File: config.mk
export PLATFORM = sky130hd
export DESIGN_NAME = eeprom_page_loader
export DESIGN_NICKNAME = d
export VERILOG_FILES = /design/src/rtl/eeprom_page_loader.sv
export SDC_FILE = /design/constraint.sdc
export NUM_CORES = 1
export LEC_CHECK = 0
export BUFFER_PORTS_ARGS = -buffer_cell sky130_fd_sc_hd__buf_2
export CORE_ASPECT_RATIO = 1.25
export CORE_MARGIN = 10
export CORE_UTILIZATION = 37
export DETAILED_ROUTE_END_ITERATION = 10
export REMOVE_ABC_BUFFERS = 1
export SYNTH_ARGS = -nofsm -noshare
export SYNTH_HDL_FRONTEND = slang
export SYNTH_SLANG_ARGS = --single-unit
File: constraint.sdc
create_clock -name clk -period 7.2 [get_ports clk]
set_input_delay 0.72 -clock clk [delete_from_list [all_inputs] [get_ports clk]]
set_output_delay 0.72 -clock clk [all_outputs]
set_load 0.1 [all_outputs]
File: src/rtl/eeprom_page_loader.sv
module eeprom_page_loader #(
  parameter int ADDR_W      = 16,
  parameter int DATA_W      = 8,
  parameter int OFFS_W      = 7,
  parameter int SYNC_STAGES = 2,
  parameter int WINDOW_CYC  = 12500,
  parameter int PROG_CYC    = 625000
) (
  input  logic              clk,
  input  logic              rst_n,
  input  logic              ce_n,
  input  logic              we_n,
  input  logic              oe_n,
  input  logic [ADDR_W-1:0] addr,
  input  logic [DATA_W-1:0] din,
  output logic              busy,
  output logic [ADDR_W-1:0] last_addr,
  output logic [DATA_W-1:0] last_data,
  output logic              arr_we,
  output logic [ADDR_W-1:0] arr_addr,
  output logic [DATA_W-1:0] arr_data
);

  localparam int PAGE_BYTES = 1 << OFFS_W;
  localparam int PAGE_W     = ADDR_W - OFFS_W;
  localparam int TW         = $clog2(WINDOW_CYC + 1);
  localparam int PW         = $clog2(PROG_CYC + 1);
  localparam int SL         = SYNC_STAGES - 1;

  typedef enum logic [1:0] {ST_IDLE, ST_LOAD, ST_PROG} state_t;

  logic [SYNC_STAGES-1:0] ce_sr, we_sr, oe_sr;
  logic [ADDR_W-1:0]      addr_sr [SYNC_STAGES];
  logic [DATA_W-1:0]      din_sr  [SYNC_STAGES];

  always_ff @(posedge clk or negedge rst_n) begin
    if (!rst_n) begin
      ce_sr <= '1;
      we_sr <= '1;
      oe_sr <= '1;
      for (int i = 0; i < SYNC_STAGES; i++) begin
        addr_sr[i] <= '0;
        din_sr[i]  <= '0;
      end
    end else begin
      ce_sr      <= {ce_sr[SYNC_STAGES-2:0], ce_n};
      we_sr      <= {we_sr[SYNC_STAGES-2:0], we_n};
      oe_sr      <= {oe_sr[SYNC_STAGES-2:0], oe_n};
      addr_sr[0] <= addr;
      din_sr[0]  <= din;
      for (int i = 1; i < SYNC_STAGES; i++) begin
        addr_sr[i] <= addr_sr[i-1];
        din_sr[i]  <= din_sr[i-1];
      end
    end
  end

  wire [ADDR_W-1:0] addr_s = addr_sr[SL];
  wire [DATA_W-1:0] din_s  = din_sr[SL];
  wire              wr_act = !ce_sr[SL] && !we_sr[SL] && oe_sr[SL];

  state_t                  st;
  logic                    act_q;
  logic                    open_q;
  logic [PAGE_W-1:0]       page_q;
  logic [OFFS_W-1:0]       offs_q;
  logic [TW-1:0]           tmr;
  logic [PW-1:0]           pcnt;
  logic [PAGE_BYTES-1:0]   loaded;
  logic [DATA_W-1:0]       pbuf [PAGE_BYTES];

  wire act_rise   = wr_act && !act_q;
  wire act_fall   = !wr_act && act_q;
  wire same_page  = addr_s[ADDR_W-1:OFFS_W] == page_q;
  wire tmr_sat    = tmr == TW'(WINDOW_CYC);
  wire win_over   = tmr >= TW'(WINDOW_CYC - 1);
  wire commit_ld  = (st == ST_LOAD) && act_fall && open_q;

  always_ff @(posedge clk or negedge rst_n) begin
    if (!rst_n) begin
      st        <= ST_IDLE;
      act_q     <= 1'b0;
      open_q    <= 1'b0;
      page_q    <= '0;
      offs_q    <= '0;
      tmr       <= '0;
      pcnt      <= '0;
      loaded    <= '0;
      last_addr <= '0;
      last_data <= '0;
    end else begin
      act_q <= wr_act;
      unique case (st)
        ST_IDLE: if (act_rise) begin
          page_q <= addr_s[ADDR_W-1:OFFS_W];
          offs_q <= addr_s[OFFS_W-1:0];
          open_q <= 1'b1;
          tmr    <= '0;
          st     <= ST_LOAD;
        end
        ST_LOAD: begin
          if (act_rise && same_page) begin
            offs_q <= addr_s[OFFS_W-1:0];
            open_q <= 1'b1;
            tmr    <= '0;
          end else begin
            if (commit_ld) begin
              loaded[offs_q] <= 1'b1;
              last_addr      <= {page_q, offs_q};
              last_data      <= din_s;
              open_q         <= 1'b0;
            end
            if (win_over && !open_q) begin
              st   <= ST_PROG;
              pcnt <= '0;
            end else if (!tmr_sat) begin
              tmr <= tmr + TW'(1);
            end
          end
        end
        ST_PROG: begin
          pcnt <= pcnt + PW'(1);
          if (pcnt == PW'(PROG_CYC - 1)) begin
            st     <= ST_IDLE;
            loaded <= '0;
          end
        end
        default: st <= ST_IDLE;
      endcase
    end
  end

  always_ff @(posedge clk) begin
    if (commit_ld) pbuf[offs_q] <= din_s;
  end

  wire [OFFS_W-1:0] scan = pcnt[OFFS_W-1:0];

  assign busy     = st == ST_PROG;
  assign arr_we   = busy && (pcnt < PW'(PAGE_BYTES)) && loaded[scan];
  assign arr_addr = {page_q, scan};
  assign arr_data = pbuf[scan];

endmodule

==> results.sh <==
export IMPL_async_flop_share_pct=20.2
export IMPL_crit_path_end="arr_data[3]"
export IMPL_htreeDepth=3
export IMPL_first_iter_violations=2786
export IMPL_fin_hold_ws_ns=0.0649
export IMPL_ff2ff_path_depth=6
export IMPL_cts_setup_buffers=0
export IMPL_yosys_top_cells_area="edfxtp_1 61%, dfrtp_1 13%, mux4_2 12%"
export IMPL_fmax_mhz=173
export IMPL_slew_viol_final=0
export IMPL_vias_per_cell=5.52
export IMPL_dpl_hpwl_um=82800
export IMPL_yosysSeqAreaShare_pct=74.3
export IMPL_grt_max_degree=140
export IMPL_clock_path_buffers=3
export IMPL_netlist_instances=2736
export IMPL_slew_headroom_pct=20.0
export IMPL_r2r_setup_slack_ns=3.50
export IMPL_cts_clk_slew_worst_paths_ns=0.06
export IMPL_crit_type="reg2out"
export IMPL_cts_hold_buffers_added=4
export IMPL_grt_pass1_vias=26670
export IMPL_crit_path_start_kind="flop"
export IMPL_finalPower_mw=15.8
export IMPL_cp_startpoint="pcnt[0]$_DFFE_PN0P_"
export IMPL_ir_drop_uv=344
export IMPL_hold_class="in2reg"
export IMPL_synthesis_area_sq_mm=0.0502
export IMPL_cts_tree="yes"
export IMPL_fin_setup_tns_ns=0
export IMPL_synthToLayoutAreaGrowth_pct=12.4
export IMPL_dp_cells=4470
export IMPL_synth_top_cell_by_area="edfxtp_1"
export IMPL_synth_main_ff_cell="edfxtp_1"
export IMPL_drv_cap=0
export IMPL_crit_fanout=68
export IMPL_arrival_ns=5.05
export IMPL_worstMarginPinSlew_ns=1.20
export IMPL_powerDensity_mw_per_mm2=281
export IMPL_synth_cell_types=73
export IMPL_num_rows=151
export IMPL_cts_resized=0
export IMPL_crit_required_ns=6.48
export IMPL_synth_edf_count=1024
export IMPL_status="finished, final reports clean"
export IMPL_die_width_um=349
export IMPL_avgSynthCellArea_sq_um=18.3
export IMPL_die_h_um=432
export IMPL_grtUsageTotal_pct=17.0
export IMPL_yosysMostFrequentCell="edfxtp_1"
export IMPL_setup_violations=0
export IMPL_cts_buffers=118
export IMPL_drive_above_1_share_pct=22.3
export IMPL_synth_seq_cells=1284
export IMPL_vias=25921
export IMPL_clock_sinks=1284
export IMPL_ys_top_cells_by_count="1024 x edfxtp_1, 449 x nor2_1, 272 x mux4_2"
export IMPL_start_util_pct=37.1
export IMPL_ios=79
export IMPL_rsz0062_at_grt="false"
export IMPL_hold_viol_final=0
export IMPL_routedWlPerCell_um=27.6
export IMPL_layout_worst_path_cycle_share_pct=80.2
export IMPL_grt_antenna_before_repair=6
export IMPL_fin_cells=4698
export IMPL_skew_ns=0.0685
export IMPL_wl_um=130000
export IMPL_die_area_sq_mm=0.151
export IMPL_overflow=0
export IMPL_r2r_start="pcnt[5]$_DFFE_PN0P_"
export IMPL_synth_top_area_share_pct=61.3
export IMPL_firstDrtPassIters=6
export IMPL_portBuffers=78
export IMPL_gp_congestion=0.859
export IMPL_clk_latency_ns=0.76
export IMPL_ys_warn_count=0
export IMPL_end_kind="output port"
export IMPL_cts_root_buf="clkbuf_16"
export IMPL_nets=2867
export IMPL_rr_endpoint="loaded[107]$_DFFE_PN0P_"
export IMPL_drcViolationCount=0
export IMPL_core_sq_mm=0.135
export IMPL_p_leak_nw=18.6
export IMPL_period_minus_slack_ns=5.77
export IMPL_grt_pass1_wl_um=189000
export IMPL_postRouteAntennaNets=0
kinds of logic after synthesis:
logic type	synth area share, %
adders and majority gates	0.0749
muxes	14.7
DFF	74.3
and+or+nand+nor	5.81
AOI/OAI and AO/OA	2.63
buffers and inverters	1.82
xor gates and xnor gates	0.629
critical path, cell delays in order (launching register included):
cell      delay (ns)
dfrtp_4         0.90
buf_12          0.50
or3b_2          0.62
o22ai_1         0.17
a211oi_1        0.07
a21oi_1         0.34
a22oi_1         0.13
nor3_1          0.85
buf_2           0.58
routing by layer:
layer  track usage, %  routed length [um]
met5                0                  39
met4             6.91                5040
met3             2.66                8390
met2             29.3               66300
met1             21.5               49900
worst min-delay path by stage:
stage	cells after the start	slack, ns	end	startpoint
3_3_place_gp	0	0.33	din_s[4]$_DFF_PN0_	din_sr[12]$_DFF_PN0_
6_report	1	0.06	we_sr[0]$_DFF_PN1_	we_n
4_1_cts	1	0.0002	addr_sr[31]$_DFF_PN0_	addr[15]
5_1_grt	1	0.04	we_sr[0]$_DFF_PN1_	we_n
2_1_floorplan	0	0.33	addr_s[0]$_DFF_PN0_	addr_sr[16]$_DFF_PN0_
3_5_place_dp	0	0.33	addr_s[11]$_DFF_PN0_	addr_sr[27]$_DFF_PN0_
placed cells by master, fill, tap and decap left out, types with 10 or more instances in the layout:
master        n
a211oi_1     20
a21oi_1      32
a22oi_1      40
buf_2        77
buf_4        42
bufinv_16    12
clkbuf_1     23
clkbuf_16   120
clkinv_1     22
clkinv_2     27
dfrtp_1     241
dfrtp_4      11
edfxtp_1   1024
inv_1        10
mux2_2       47
mux2i_1      69
mux4_2      272
nand2_1      53
nand2b_1     15
nand3_1      41
nand4_1      16
nor2_1      448
nor2b_1      14
nor3_1       24
o21ai_0      17
o22ai_1      34
xnor2_1      10
xor2_1       26
power by group:
| part | total, mW | internal [mW] | switching, mW |
|---|---|---|---|
| Clock | 6.39 | 3.58 | 2.80 |
| Sequential | 8.37 | 8.19 | 0.183 |
| Combinational | 1.08 | 0.219 | 0.858 |
| Total | 15.8 | 12.0 | 3.84 |
flip-flops by register name, summed over array words and instances (netlist names), 9 cells and up:
register   flops
tmr           14
pbuf        1024
loaded       128
pcnt          20
addr_sr       16
addr_s        16
page_q         9
last_addr     16
final cells by class:
type | count | area (sq um)
inverters | 12 | 45.0
multi-input cells | 1289 | 12000
repair buffers | 130 | 876
diodes | 1 | 2.50
fillers | 11801 | 78700
flip-flops and latches | 1284 | 37300
clock inverters | 72 | 751
well taps | 1759 | 2200
clock buffers | 151 | 3200
metrics by stage:
step                instance area [sq um]  util (%)  worst slack [ns]
floorplan                           49300         -             -9.38
global placement                    52400      38.8              2.15
detailed placement                  52400      38.8              2.32
finish                              56400      41.7              1.43
CTS                                 56400      41.7              1.47
global route                        56400      41.7              1.28
Note: power is estimated with default switching activity, not from simulation.
